### src/rtl/ivl_timer_pkg.sv
// Package: shared register selects and decoded command bundle for the
// interval timer. Assumes a fixed four-register byte map.
package ivl_timer_pkg;
    localparam int ADDR_W = 2;

    typedef enum logic [ADDR_W-1:0] {
        SEL_CNT_LO = 2'd0,
        SEL_CNT_HI = 2'd1,
        SEL_LAT_LO = 2'd2,
        SEL_LAT_HI = 2'd3
    } tmr_sel_e;

    typedef struct packed {
        logic lat_lo_wr;   // low latch byte written
        logic lat_hi_wr;   // high latch byte written
        logic cnt_load;    // counter loaded from latch
        logic flag_clr;    // access-side flag clear
    } tmr_cmd_t;
endpackage

### src/rtl/ivl_timer_decode.sv
// Module: turns a register access into the set of side effects it has.
// Assumes read and write strobes are single-cycle and not both high.
module ivl_timer_decode
    import ivl_timer_pkg::*;
(
    input  logic              wr_en,
    input  logic              rd_en,
    input  logic [ADDR_W-1:0] addr,
    output tmr_cmd_t          cmd
);
    // Map each address to its write and read side effects.
    always_comb begin
        cmd = '0;
        case (tmr_sel_e'(addr))
            SEL_CNT_LO: begin
                cmd.lat_lo_wr = wr_en;
                cmd.flag_clr  = rd_en;
            end
            SEL_CNT_HI: begin
                cmd.lat_hi_wr = wr_en;
                cmd.cnt_load  = wr_en;
                cmd.flag_clr  = wr_en;
            end
            SEL_LAT_LO: begin
                cmd.lat_lo_wr = wr_en;
            end
            SEL_LAT_HI: begin
                cmd.lat_hi_wr = wr_en;
                cmd.flag_clr  = wr_en;
            end
            default: cmd = '0;
        endcase
    end
endmodule

### src/rtl/ivl_timer_latch.sv
// Module: reload latch built from byte lanes, each written independently.
// Assumes the latch width is a whole number of data bytes.
module ivl_timer_latch #(
    parameter int DATA_W = 8,
    parameter int LANES  = 2,
    localparam int LAT_W = DATA_W * LANES
) (
    input  logic              clk,
    input  logic              rst_n,
    input  logic [LANES-1:0]  lane_we,
    input  logic [DATA_W-1:0] wdata,
    output logic [LAT_W-1:0]  latch_q
);
    logic [DATA_W-1:0] lane_q [LANES];

    for (genvar g = 0; g < LANES; g++) begin : g_lane
        // Hold one latch byte; all ones out of reset.
        always_ff @(posedge clk) begin
            if (!rst_n)
                lane_q[g] <= '1;
            else if (lane_we[g])
                lane_q[g] <= wdata;
        end
        assign latch_q[g*DATA_W +: DATA_W] = lane_q[g];
    end
endmodule

### src/rtl/ivl_timer_core.sv
// Module: down-counter with a one-tick all-ones phase after zero, optional
// reload from the latch, and one-shot arming. Assumes load beats tick.
module ivl_timer_core #(
    parameter int CNT_W = 16
) (
    input  logic             clk,
    input  logic             rst_n,
    input  logic             tick_en,
    input  logic             cont_mode,
    input  logic             load,
    input  logic [CNT_W-1:0] load_val,
    input  logic [CNT_W-1:0] latch_q,
    output logic [CNT_W-1:0] cnt_q,
    output logic             expire_evt
);
    logic             under_q;
    logic             armed_q;
    logic [CNT_W-1:0] step_val;
    logic             hit_zero;

    // Value the counter takes on a tick: reload after the all-ones phase.
    always_comb begin
        step_val = cnt_q - CNT_W'(1);
        if (under_q && cont_mode)
            step_val = latch_q;
    end

    assign hit_zero   = tick_en && !load && (step_val == '0);
    assign expire_evt = hit_zero && (cont_mode || armed_q);

    // Counter, underflow phase marker and one-shot arm state.
    always_ff @(posedge clk) begin
        if (!rst_n) begin
            cnt_q   <= '1;
            under_q <= 1'b0;
            armed_q <= 1'b0;
        end else if (load) begin
            cnt_q   <= load_val;
            under_q <= 1'b0;
            armed_q <= 1'b1;
        end else if (tick_en) begin
            cnt_q   <= step_val;
            under_q <= (cnt_q == '0);
            if (hit_zero && !cont_mode)
                armed_q <= 1'b0;
        end
    end
endmodule

### src/rtl/ivl_timer_flag.sv
// Module: sticky expiry flag and registered one-cycle pulse.
// Assumes a set request outranks any clear in the same cycle.
module ivl_timer_flag (
    input  logic clk,
    input  logic rst_n,
    input  logic set_req,
    input  logic clr_req,
    output logic expired,
    output logic irq_pulse
);
    // Flag state: set wins over clear.
    always_ff @(posedge clk) begin
        if (!rst_n)
            expired <= 1'b0;
        else if (set_req)
            expired <= 1'b1;
        else if (clr_req)
            expired <= 1'b0;
    end

    // Pulse register: high for the cycle after an expiry.
    always_ff @(posedge clk) begin
        if (!rst_n)
            irq_pulse <= 1'b0;
        else
            irq_pulse <= set_req;
    end
endmodule

### src/rtl/ivl_timer.sv
// Module: top of the latched interval timer. Connects access decode,
// latch, counter core and flag, and drives the read data mux.
// Assumes byte-wide accesses and a counter of two data bytes.
module ivl_timer
    import ivl_timer_pkg::*;
#(
    parameter int DATA_W = 8
) (
    input  logic              clk,
    input  logic              rst_n,
    input  logic              tick_en,
    input  logic              aux_cont,
    input  logic              bus_wr,
    input  logic              bus_rd,
    input  logic [ADDR_W-1:0] bus_addr,
    input  logic [DATA_W-1:0] bus_wdata,
    output logic [DATA_W-1:0] bus_rdata,
    input  logic              flag_clr,
    output logic              irq_pulse,
    output logic              expired
);
    localparam int LANES = 2;
    localparam int CNT_W = DATA_W * LANES;

    tmr_cmd_t         cmd;
    logic [CNT_W-1:0] latch_q;
    logic [CNT_W-1:0] cnt_q;
    logic [CNT_W-1:0] load_val;
    logic             expire_evt;

    ivl_timer_decode u_dec (
        .wr_en (bus_wr),
        .rd_en (bus_rd),
        .addr  (bus_addr),
        .cmd   (cmd)
    );

    ivl_timer_latch #(.DATA_W(DATA_W), .LANES(LANES)) u_lat (
        .clk     (clk),
        .rst_n   (rst_n),
        .lane_we ({cmd.lat_hi_wr, cmd.lat_lo_wr}),
        .wdata   (bus_wdata),
        .latch_q (latch_q)
    );

    // The counter loads the latch as it will be after this write.
    assign load_val = {bus_wdata, latch_q[DATA_W-1:0]};

    ivl_timer_core #(.CNT_W(CNT_W)) u_core (
        .clk        (clk),
        .rst_n      (rst_n),
        .tick_en    (tick_en),
        .cont_mode  (aux_cont),
        .load       (cmd.cnt_load),
        .load_val   (load_val),
        .latch_q    (latch_q),
        .cnt_q      (cnt_q),
        .expire_evt (expire_evt)
    );

    ivl_timer_flag u_flag (
        .clk       (clk),
        .rst_n     (rst_n),
        .set_req   (expire_evt),
        .clr_req   (cmd.flag_clr | flag_clr),
        .expired   (expired),
        .irq_pulse (irq_pulse)
    );

    // Read data mux: addressed byte, independent of the read strobe.
    always_comb begin
        case (tmr_sel_e'(bus_addr))
            SEL_CNT_LO: bus_rdata = cnt_q[DATA_W-1:0];
            SEL_CNT_HI: bus_rdata = cnt_q[CNT_W-1:DATA_W];
            SEL_LAT_LO: bus_rdata = latch_q[DATA_W-1:0];
            SEL_LAT_HI: bus_rdata = latch_q[CNT_W-1:DATA_W];
            default:    bus_rdata = '0;
        endcase
    end
endmodule

### config.mk
export PLATFORM = sky130hd
export DESIGN_NAME = ivl_timer
export DESIGN_NICKNAME = d
export VERILOG_FILES = /design/src/rtl/ivl_timer_pkg.sv /design/src/rtl/ivl_timer_decode.sv /design/src/rtl/ivl_timer_latch.sv /design/src/rtl/ivl_timer_core.sv /design/src/rtl/ivl_timer_flag.sv /design/src/rtl/ivl_timer.sv
export SDC_FILE = /design/constraint.sdc
export NUM_CORES = 1
export LEC_CHECK = 0
export BUFFER_PORTS_ARGS = -buffer_cell sky130_fd_sc_hd__buf_4
export CAP_MARGIN = 20
export CORE_MARGIN = 8
export CORE_UTILIZATION = 53
export CTS_BUF_LIST = sky130_fd_sc_hd__clkbuf_4 sky130_fd_sc_hd__clkbuf_8 sky130_fd_sc_hd__clkbuf_16
export DETAILED_ROUTE_END_ITERATION = 12
export GPL_TIMING_DRIVEN = 0
export MAX_ROUTING_LAYER = met4
export PLACE_DENSITY = 0.74
export SYNTH_ARGS = -nofsm -noshare
export SYNTH_HDL_FRONTEND = slang
export SYNTH_SLANG_ARGS = --single-unit
### constraint.sdc
create_clock -name clk -period 6.16 [get_ports clk]
set_input_delay 1.232 -clock clk [delete_from_list [all_inputs] [get_ports clk]]
set_output_delay 1.232 -clock clk [all_outputs]
set_load 0.02 [all_outputs]
==> impl_metrics.csv, run 1 <==
group,metric,value,unit
status,status,"finished, final reports clean",
clocking,cts_buffers,5,
cells_and_area,syn2layout_area_growth,15.4,%
placement,port_buffers,26,
floorplanning,rows,24,
sta,finalSetupViolCount,0,
sta,fmax,262,MHz
cells_and_area,multiInputGateArea,0.00129,sq mm
global_routing,grt_util_all_layers,0.214,
sta,setup_tns,0,ns
sta,hold_viol,0,
sta,timing.final.ws_setup,2.34,ns
pwr,p_leak,0.940,nW
drt,antenna_left,0,
clocking,cts_root_buf,"clkbuf_8",
global_routing,met1_usage,0.274,
synthesis,yosysUniqueCellTypes,48,
global_routing,grt.met3_usage,0.0306,
drt,drc,0,
clocking,path_clk_slew,0.07,ns
global_routing,grt_max_degree,12,
floorplanning,core_area,0.00423,sq mm
synthesis,synth-seq-cells,36,
global_routing,grt_pass1_wl,10500,um
cells_and_area,drive_gt1_frac,0.224,
synthesis,ys_warn_count,0,
global_routing,use_met2,0.328,
sta,tightest_slew,0.791,ns
clocking,tritoncts,"built",
clocking,clock_path_buffers,2,
setup_path,worst_setup_path_start_kind,"input port",
drt,firstDrtPassIters,4,
cells_and_area,final_nets,312,
drt,wl_per_cell,18.8,um
synthesis,synthArstFlopShare,0,
hold_path,hold_path_class,"register to register",
synthesis,avgSynthCellArea,8.74,sq um
pwr,p_per_area,209,mW/mm^2
drt,routed_via_density,6.16,
setup_path,path_class,"input port to primary output",
floorplanning,pin_count,27,
pwr,ir_drop,0.143,mV
synthesis,synth_edf_count,16,
sta,rsz0062_at_grt,"false",
cells_and_area,final_util,0.619,
floorplanning,fp.dieH,81.5,um
global_routing,grt_antenna_before_repair,0,
global_routing,gr-total-overflow,0,
clocking,postCtsResizedCells,0,
sta,fin_worst_skew,0.00617,ns
drt,drtIter0Drc,212,
floorplanning,die_w,81.5,um
sta,post-route-period-util,0.620,
clocking,clock_latency,0.29,ns
placement,dp_hpwl,4820,um
sta,maxSlewViolCount,0,
flow_run,maxCapViolCount,0,
setup_path,worstPathMaxFanout,10,
synthesis,synth_ff_type,"dfxtp_1",
clocking,post_cts_buffers,0,
synthesis,syn_area,0.00227,sq mm
global_routing,grt_busiest_layer,"met2",
cells_and_area,n_antenna_cell,0,
sta,timing.hold.ws,0.487,ns
setup_path,arrival,2.58,ns
setup_path,endpoint_kind,"primary output",
clocking,clock-sinks,36,
global_routing,grt_pass1_vias,2102,
drt,via_count,2138,
synthesis,synth_nets,278,
cells_and_area,fill_cells,386,
synthesis,syn_inst,260,
placement,post-place-ws,2.31,ns
floorplanning,start_util,0.537,
synthesis,ys_seq_area_frac,0.388,
sta,min_period,3.82,ns
clocking,ctsHoldBuffers,0,
setup_path,cp.required,4.93,ns
sta,slew_headroom,0.470,
drt,drt-total-wl,6540,um
cells_and_area,seq_area,881,sq um
floorplanning,die-area,0.00664,sq mm
placement,gp_congestion,0.992,
clocking,htree_levels,2,
## worst max-delay path, cell delays in order
cell,delay [ns]
buf_4,0.12
buf_1,0.47
mux4_2,0.59
buf_4,0.17
## registers in the layout, summed over array words and instances, names as in the netlist
name,cells
u_lat.lane_q,16
u_core.under_q,1
u_flag.irq_pulse,1
u_core.armed_q,1
u_flag.expired,1
u_core.cnt_q,16
## layout make-up
class | instances | share of cell area
Timing Repair Buffer | 27 | 0.0764
Inverter | 8 | 0.0115
Clock inverter | 2 | 0.00286
Sequential cell | 36 | 0.336
Clock buffer | 6 | 0.0291
Buffer | 18 | 0.0267
Tap cell | 52 | 0.0248
Multi-Input combinational cell | 198 | 0.493
## report_power, final
group	switching [W]	internal (W)	total, W	leakage (nW)
sequential	0.0000191	0.000266	0.000285	0.319
clock	0.0000870	0.0000816	0.000169	0.0437
combinational	0.0000513	0.0000439	0.0000952	0.577
## placed cells by master, fill, tap and decap left out, types with 6 or more instances in the layout
cell      count
inv_1         8
buf_4        26
edfxtp_1     16
a21oi_1      13
dfxtp_1      20
nor4_1        8
or2_2        18
or4_1         6
nor2_1       26
mux4_2        8
o21ai_0      20
clkbuf_1     15
nand2_1      34
## layer usage
metal  wire length [um]  vias to the layer above  part of all wire
met5                  0                        -                 0
met4                127                        0             0.019
met3                608                       11             0.093
met2               3000                      103              0.46
met1               2800                      992              0.43
li1                   -                     1032                 -
## kinds of logic after synthesis
kind of cell	synth area share
AO/OA/AOI/OAI	0.177
multiplexers	0.0925
flip-flops	0.388
adder cells (fa/ha/maj)	0.00551
AND/OR/NAND/NOR	0.266
buffers and inverters	0.0441
XOR/XNOR	0.0270
## final timing paths
kind | start | slack [ns] | cells past startpoint | to
max | bus_addr[0] | 2.34 | 4 | bus_rdata[4]
min | u_flag.expired$_SDFFE_PN0P_ | 0.49 | 1 | u_flag.expired$_SDFFE_PN0P_
max reg2reg | u_core.cnt_q[2]$_SDFFE_PN1P_ | 3.25 | 8 | u_flag.expired$_SDFFE_PN0P_
min reg2reg | u_flag.expired$_SDFFE_PN0P_ | 0.49 | 1 | u_flag.expired$_SDFFE_PN0P_
## through the flow
stage | cells | instance area [sq um] | total power [W]
global route | 347 | 2620 | 0.000568
global placement | 338 | 2530 | 0.000383
finish | 347 | 2620 | 0.000549
detailed placement | 338 | 2530 | 0.000384
floorplan | 260 | 2270 | 0.000343
CTS | 346 | 2620 | 0.000548
## cell usage after synthesis, types with 2 or more instances
cell type  number  area share
nand3_1         2      0.0044
a211oi_1        5       0.017
xnor2_1         5       0.019
nor2b_1         2      0.0055
edfxtp_1       16        0.21
a41oi_1         2      0.0077
nand2_1        34       0.056
nor4_1          8       0.022
mux2i_1         3       0.013
o31ai_1         4       0.013
o21ai_0        20       0.044
nor3_1          5       0.011
or2_2          18       0.050
o22ai_1         3      0.0083
or3_1           4       0.011
or4_1           6       0.020
a21oi_1        13       0.029
nand4_1         3      0.0083
dfxtp_1        20        0.18
inv_1           8       0.013
a221o_1         2      0.0088
buf_2           2      0.0044
clkbuf_1       15       0.025
mux4_2          8       0.079
nor2_1         26       0.043
xor2_1          2      0.0077
a31oi_1         3      0.0083
Power figures use the tool's default switching activity.
==> inputs of run 2 (changes only) <==
--- a/config.mk
+++ b/config.mk
@@ -5,6 +5,7 @@
 export SDC_FILE = /design/constraint.sdc
 export NUM_CORES = 1
 export LEC_CHECK = 0
+export ABC_AREA = 1
 export BUFFER_PORTS_ARGS = -buffer_cell sky130_fd_sc_hd__buf_4
 export CAP_MARGIN = 20
 export CORE_MARGIN = 8
@@ -13,7 +14,7 @@
 export DETAILED_ROUTE_END_ITERATION = 12
 export GPL_TIMING_DRIVEN = 0
 export MAX_ROUTING_LAYER = met4
-export PLACE_DENSITY = 0.74
+export PLACE_DENSITY = 0.73
 export SYNTH_ARGS = -nofsm -noshare
 export SYNTH_HDL_FRONTEND = slang
 export SYNTH_SLANG_ARGS = --single-unit
==> constraint.sdc (replaced) <==
create_clock -name clk -period 3.85 [get_ports clk]
set_input_delay 0.77 -clock clk [delete_from_list [all_inputs] [get_ports clk]]
set_output_delay 0.77 -clock clk [all_outputs]
set_load 0.02 [all_outputs]
==> run 2 against run 1 <==
Sequential share of layout area down 1.8 points. Global-route usage fell by 1.5 points. Sequential cell count unchanged. Clock power rose by 93%. Critical endpoint unchanged.
==> impl_metrics.csv, run 2 <==
group,metric,value,unit
status,status,"finished, final reports clean",
synthesis,avgSynthCellArea,6.99,sq um
sta,fin_worst_skew,0.00539,ns
sta,min_period,2.69,ns
clocking,postCtsResizedCells,0,
global_routing,grt_pass1_vias,2217,
cells_and_area,mostFrequentLayoutCells,"nand2_1, inv_1, buf_4",
cells_and_area,final_util,0.632,
pwr,ir_drop,0.296,mV
floorplanning,start_util,0.550,
synthesis,synthArstFlopShare,0,
floorplanning,die-area,0.00696,sq mm
cells_and_area,final_common_cell,"nand2_1",
synthesis,syn_area,0.00241,sq mm
synthesis,ys_seq_area_frac,0.365,
clocking,clock_latency,0.29,ns
sta,hold_viol,0,
global_routing,grt_pass1_wl,11100,um
floorplanning,die_w,83.4,um
setup_path,crit_slowest_cell,"nor2_1",
sta,post-route-period-util,0.699,
setup_path,path_class,"input port to primary output",
pwr,p_leak,1.31,nW
synthesis,yosysTopAreaCell,"nand2_1",
clocking,clock_path_buffers,2,
drt,via_count,2381,
floorplanning,rows,24,
sta,maxSlewViolCount,0,
sta,slew_headroom,0.404,
setup_path,path_common_cell,"buf_4",
setup_path,worst_setup_path_start_kind,"input port",
synthesis,synth.most_common_cell,"nand2_1",
placement,port_buffers,24,
drt,drtIter0Drc,202,
drt,drt-total-wl,6760,um
setup_path,crit_chain,"buf_4 > nor2_1 > nand2_1 > o2111ai_1 > buf_4",
global_routing,grt_util_all_layers,0.199,
cells_and_area,reg.largest.list,"u_core.cnt_q x16, u_lat.lane_q x16",
clocking,cts_buffers,5,
synthesis,synth_ff_type,"dfxtp_1",
clocking,htree_levels,2,
cells_and_area,fill_cells,434,
cells_and_area,multiInputGateArea,0.00132,sq mm
synthesis,ys_warn_count,0,
placement,placedCellCount,421,
floorplanning,fp.dieH,83.4,um
drt,routed_via_density,5.54,
synthesis,yosysUniqueCellTypes,34,
floorplanning,core_area,0.00438,sq mm
drt,drc,0,
sta,rsz0062_at_grt,"false",
drt,antenna_left,0,
cells_and_area,fin_cells,430,
synthesis,synth.area.top_cells,"nand2_1, edfxtp_1, dfxtp_1",
sta,setup_tns,0,ns
synthesis,synth_edf_count,16,
placement,dp_hpwl,5570,um
flow_run,maxCapViolCount,0,
global_routing,grt_antenna_before_repair,0,
hold_path,min_path_cells,2,
setup_path,reg2reg_depth,16,
clocking,path_clk_slew,0.07,ns
synthesis,synth_nets,363,
sta,fmax,372,MHz
cells_and_area,syn2layout_area_growth,15.0,%
cells_and_area,drive_gt1_frac,0.175,
cells_and_area,seq_area,881,sq um
clocking,clock-sinks,36,
global_routing,grt_max_degree,13,
setup_path,cp.required,3.08,ns
clocking,cts_root_buf,"clkbuf_8",
setup_path,endpoint_kind,"primary output",
pwr,p_per_area,357,mW/mm^2
cells_and_area,n_antenna_cell,0,
sta,tightest_slew,0.887,ns
synthesis,netlist_top_cells_count,"nand2_1, inv_1, o2111ai_1, nor2_1, dfxtp_1",
synthesis,synth-seq-cells,36,
clocking,post_cts_buffers,0,
pwr,power.total,0.000991,W
sta,finalSetupViolCount,0,
placement,gp_congestion,0.955,
clocking,ctsHoldBuffers,0,
clocking,tritoncts,"built",
global_routing,gr-total-overflow,0,
floorplanning,pin_count,27,
setup_path,max_stage_delay,0.50,ns
drt,firstDrtPassIters,4,
setup_path,worstPathMaxFanout,9,
setup_path,arrival,1.92,ns
cells_and_area,final_nets,395,
drt,wl_per_cell,15.7,um
synthesis,synth_top_area_share,0.216,
synthesis,syn_inst,345,
hold_path,hold_path_class,"register to register",
run 2: cell type report:
cell class	instances	area share
Buffer	9	0.0162
Clock buffer	5	0.0248
Clock inverter	3	0.0153
Inverter	45	0.0609
Multi-Input combinational cell	255	0.475
Sequential cell	36	0.318
Tap cell	52	0.0235
Timing Repair Buffer	25	0.0668
run 2: final timing paths:
check,from,endpoint,slack [ns]
worst min-delay path,u_core.armed_q$_SDFFE_PN0P_,u_core.armed_q$_SDFFE_PN0P_,0.47
worst min register to register,u_core.armed_q$_SDFFE_PN0P_,u_core.armed_q$_SDFFE_PN0P_,0.47
worst max register to register,u_core.cnt_q[0]$_SDFFE_PN1P_,u_core.armed_q$_SDFFE_PN0P_,1.90
worst max-delay path,bus_addr[0],bus_rdata[4],1.16
run 2: power by group:
part           total [W]  internal [W]  switching, W
Sequential      0.000469      0.000430     0.0000388
Combinational   0.000195     0.0000699      0.000125
Clock           0.000327      0.000191      0.000136
Total           0.000991      0.000691      0.000300
run 2: cell families (layout without fill, tap and decap cells):
logic type	count (synthesis)	count (layout)	share of synthesized area
and+or+nand+nor	214	214	0.410
buffers and inverters	54	87	0.0887
AOI/OAI and AO/OA	40	40	0.130
DFF	36	36	0.365
adders and majority gates	1	1	0.00519
run 2: through the flow:
stage | setup WS (ns) | hold WS [ns] | instance area (sq um)
2_1_floorplan | 1.35 | 0.434 | 2410
3_3_place_gp | 1.20 | 0.451 | 2660
3_5_place_dp | 1.18 | 0.464 | 2660
4_1_cts | 1.17 | 0.474 | 2770
5_1_grt | 1.02 | 0.492 | 2770
6_report | 1.16 | 0.472 | 2770
run 2: critical path, delay by kind of cell:
family / cells / cell delay, ns
AND/OR/NAND/NOR: 2 / 0.65
AO/OA/AOI/OAI: 1 / 0.16
buffers and inverters: 2 / 0.34
run 2: routing by layer:
| layer | wire (um) | track usage |
|---|---|---|
| met5 | 0 | - |
| met4 | 64 | 0.0502 |
| met3 | 405 | 0.0439 |
| met2 | 3240 | 0.318 |
| met1 | 3040 | 0.248 |
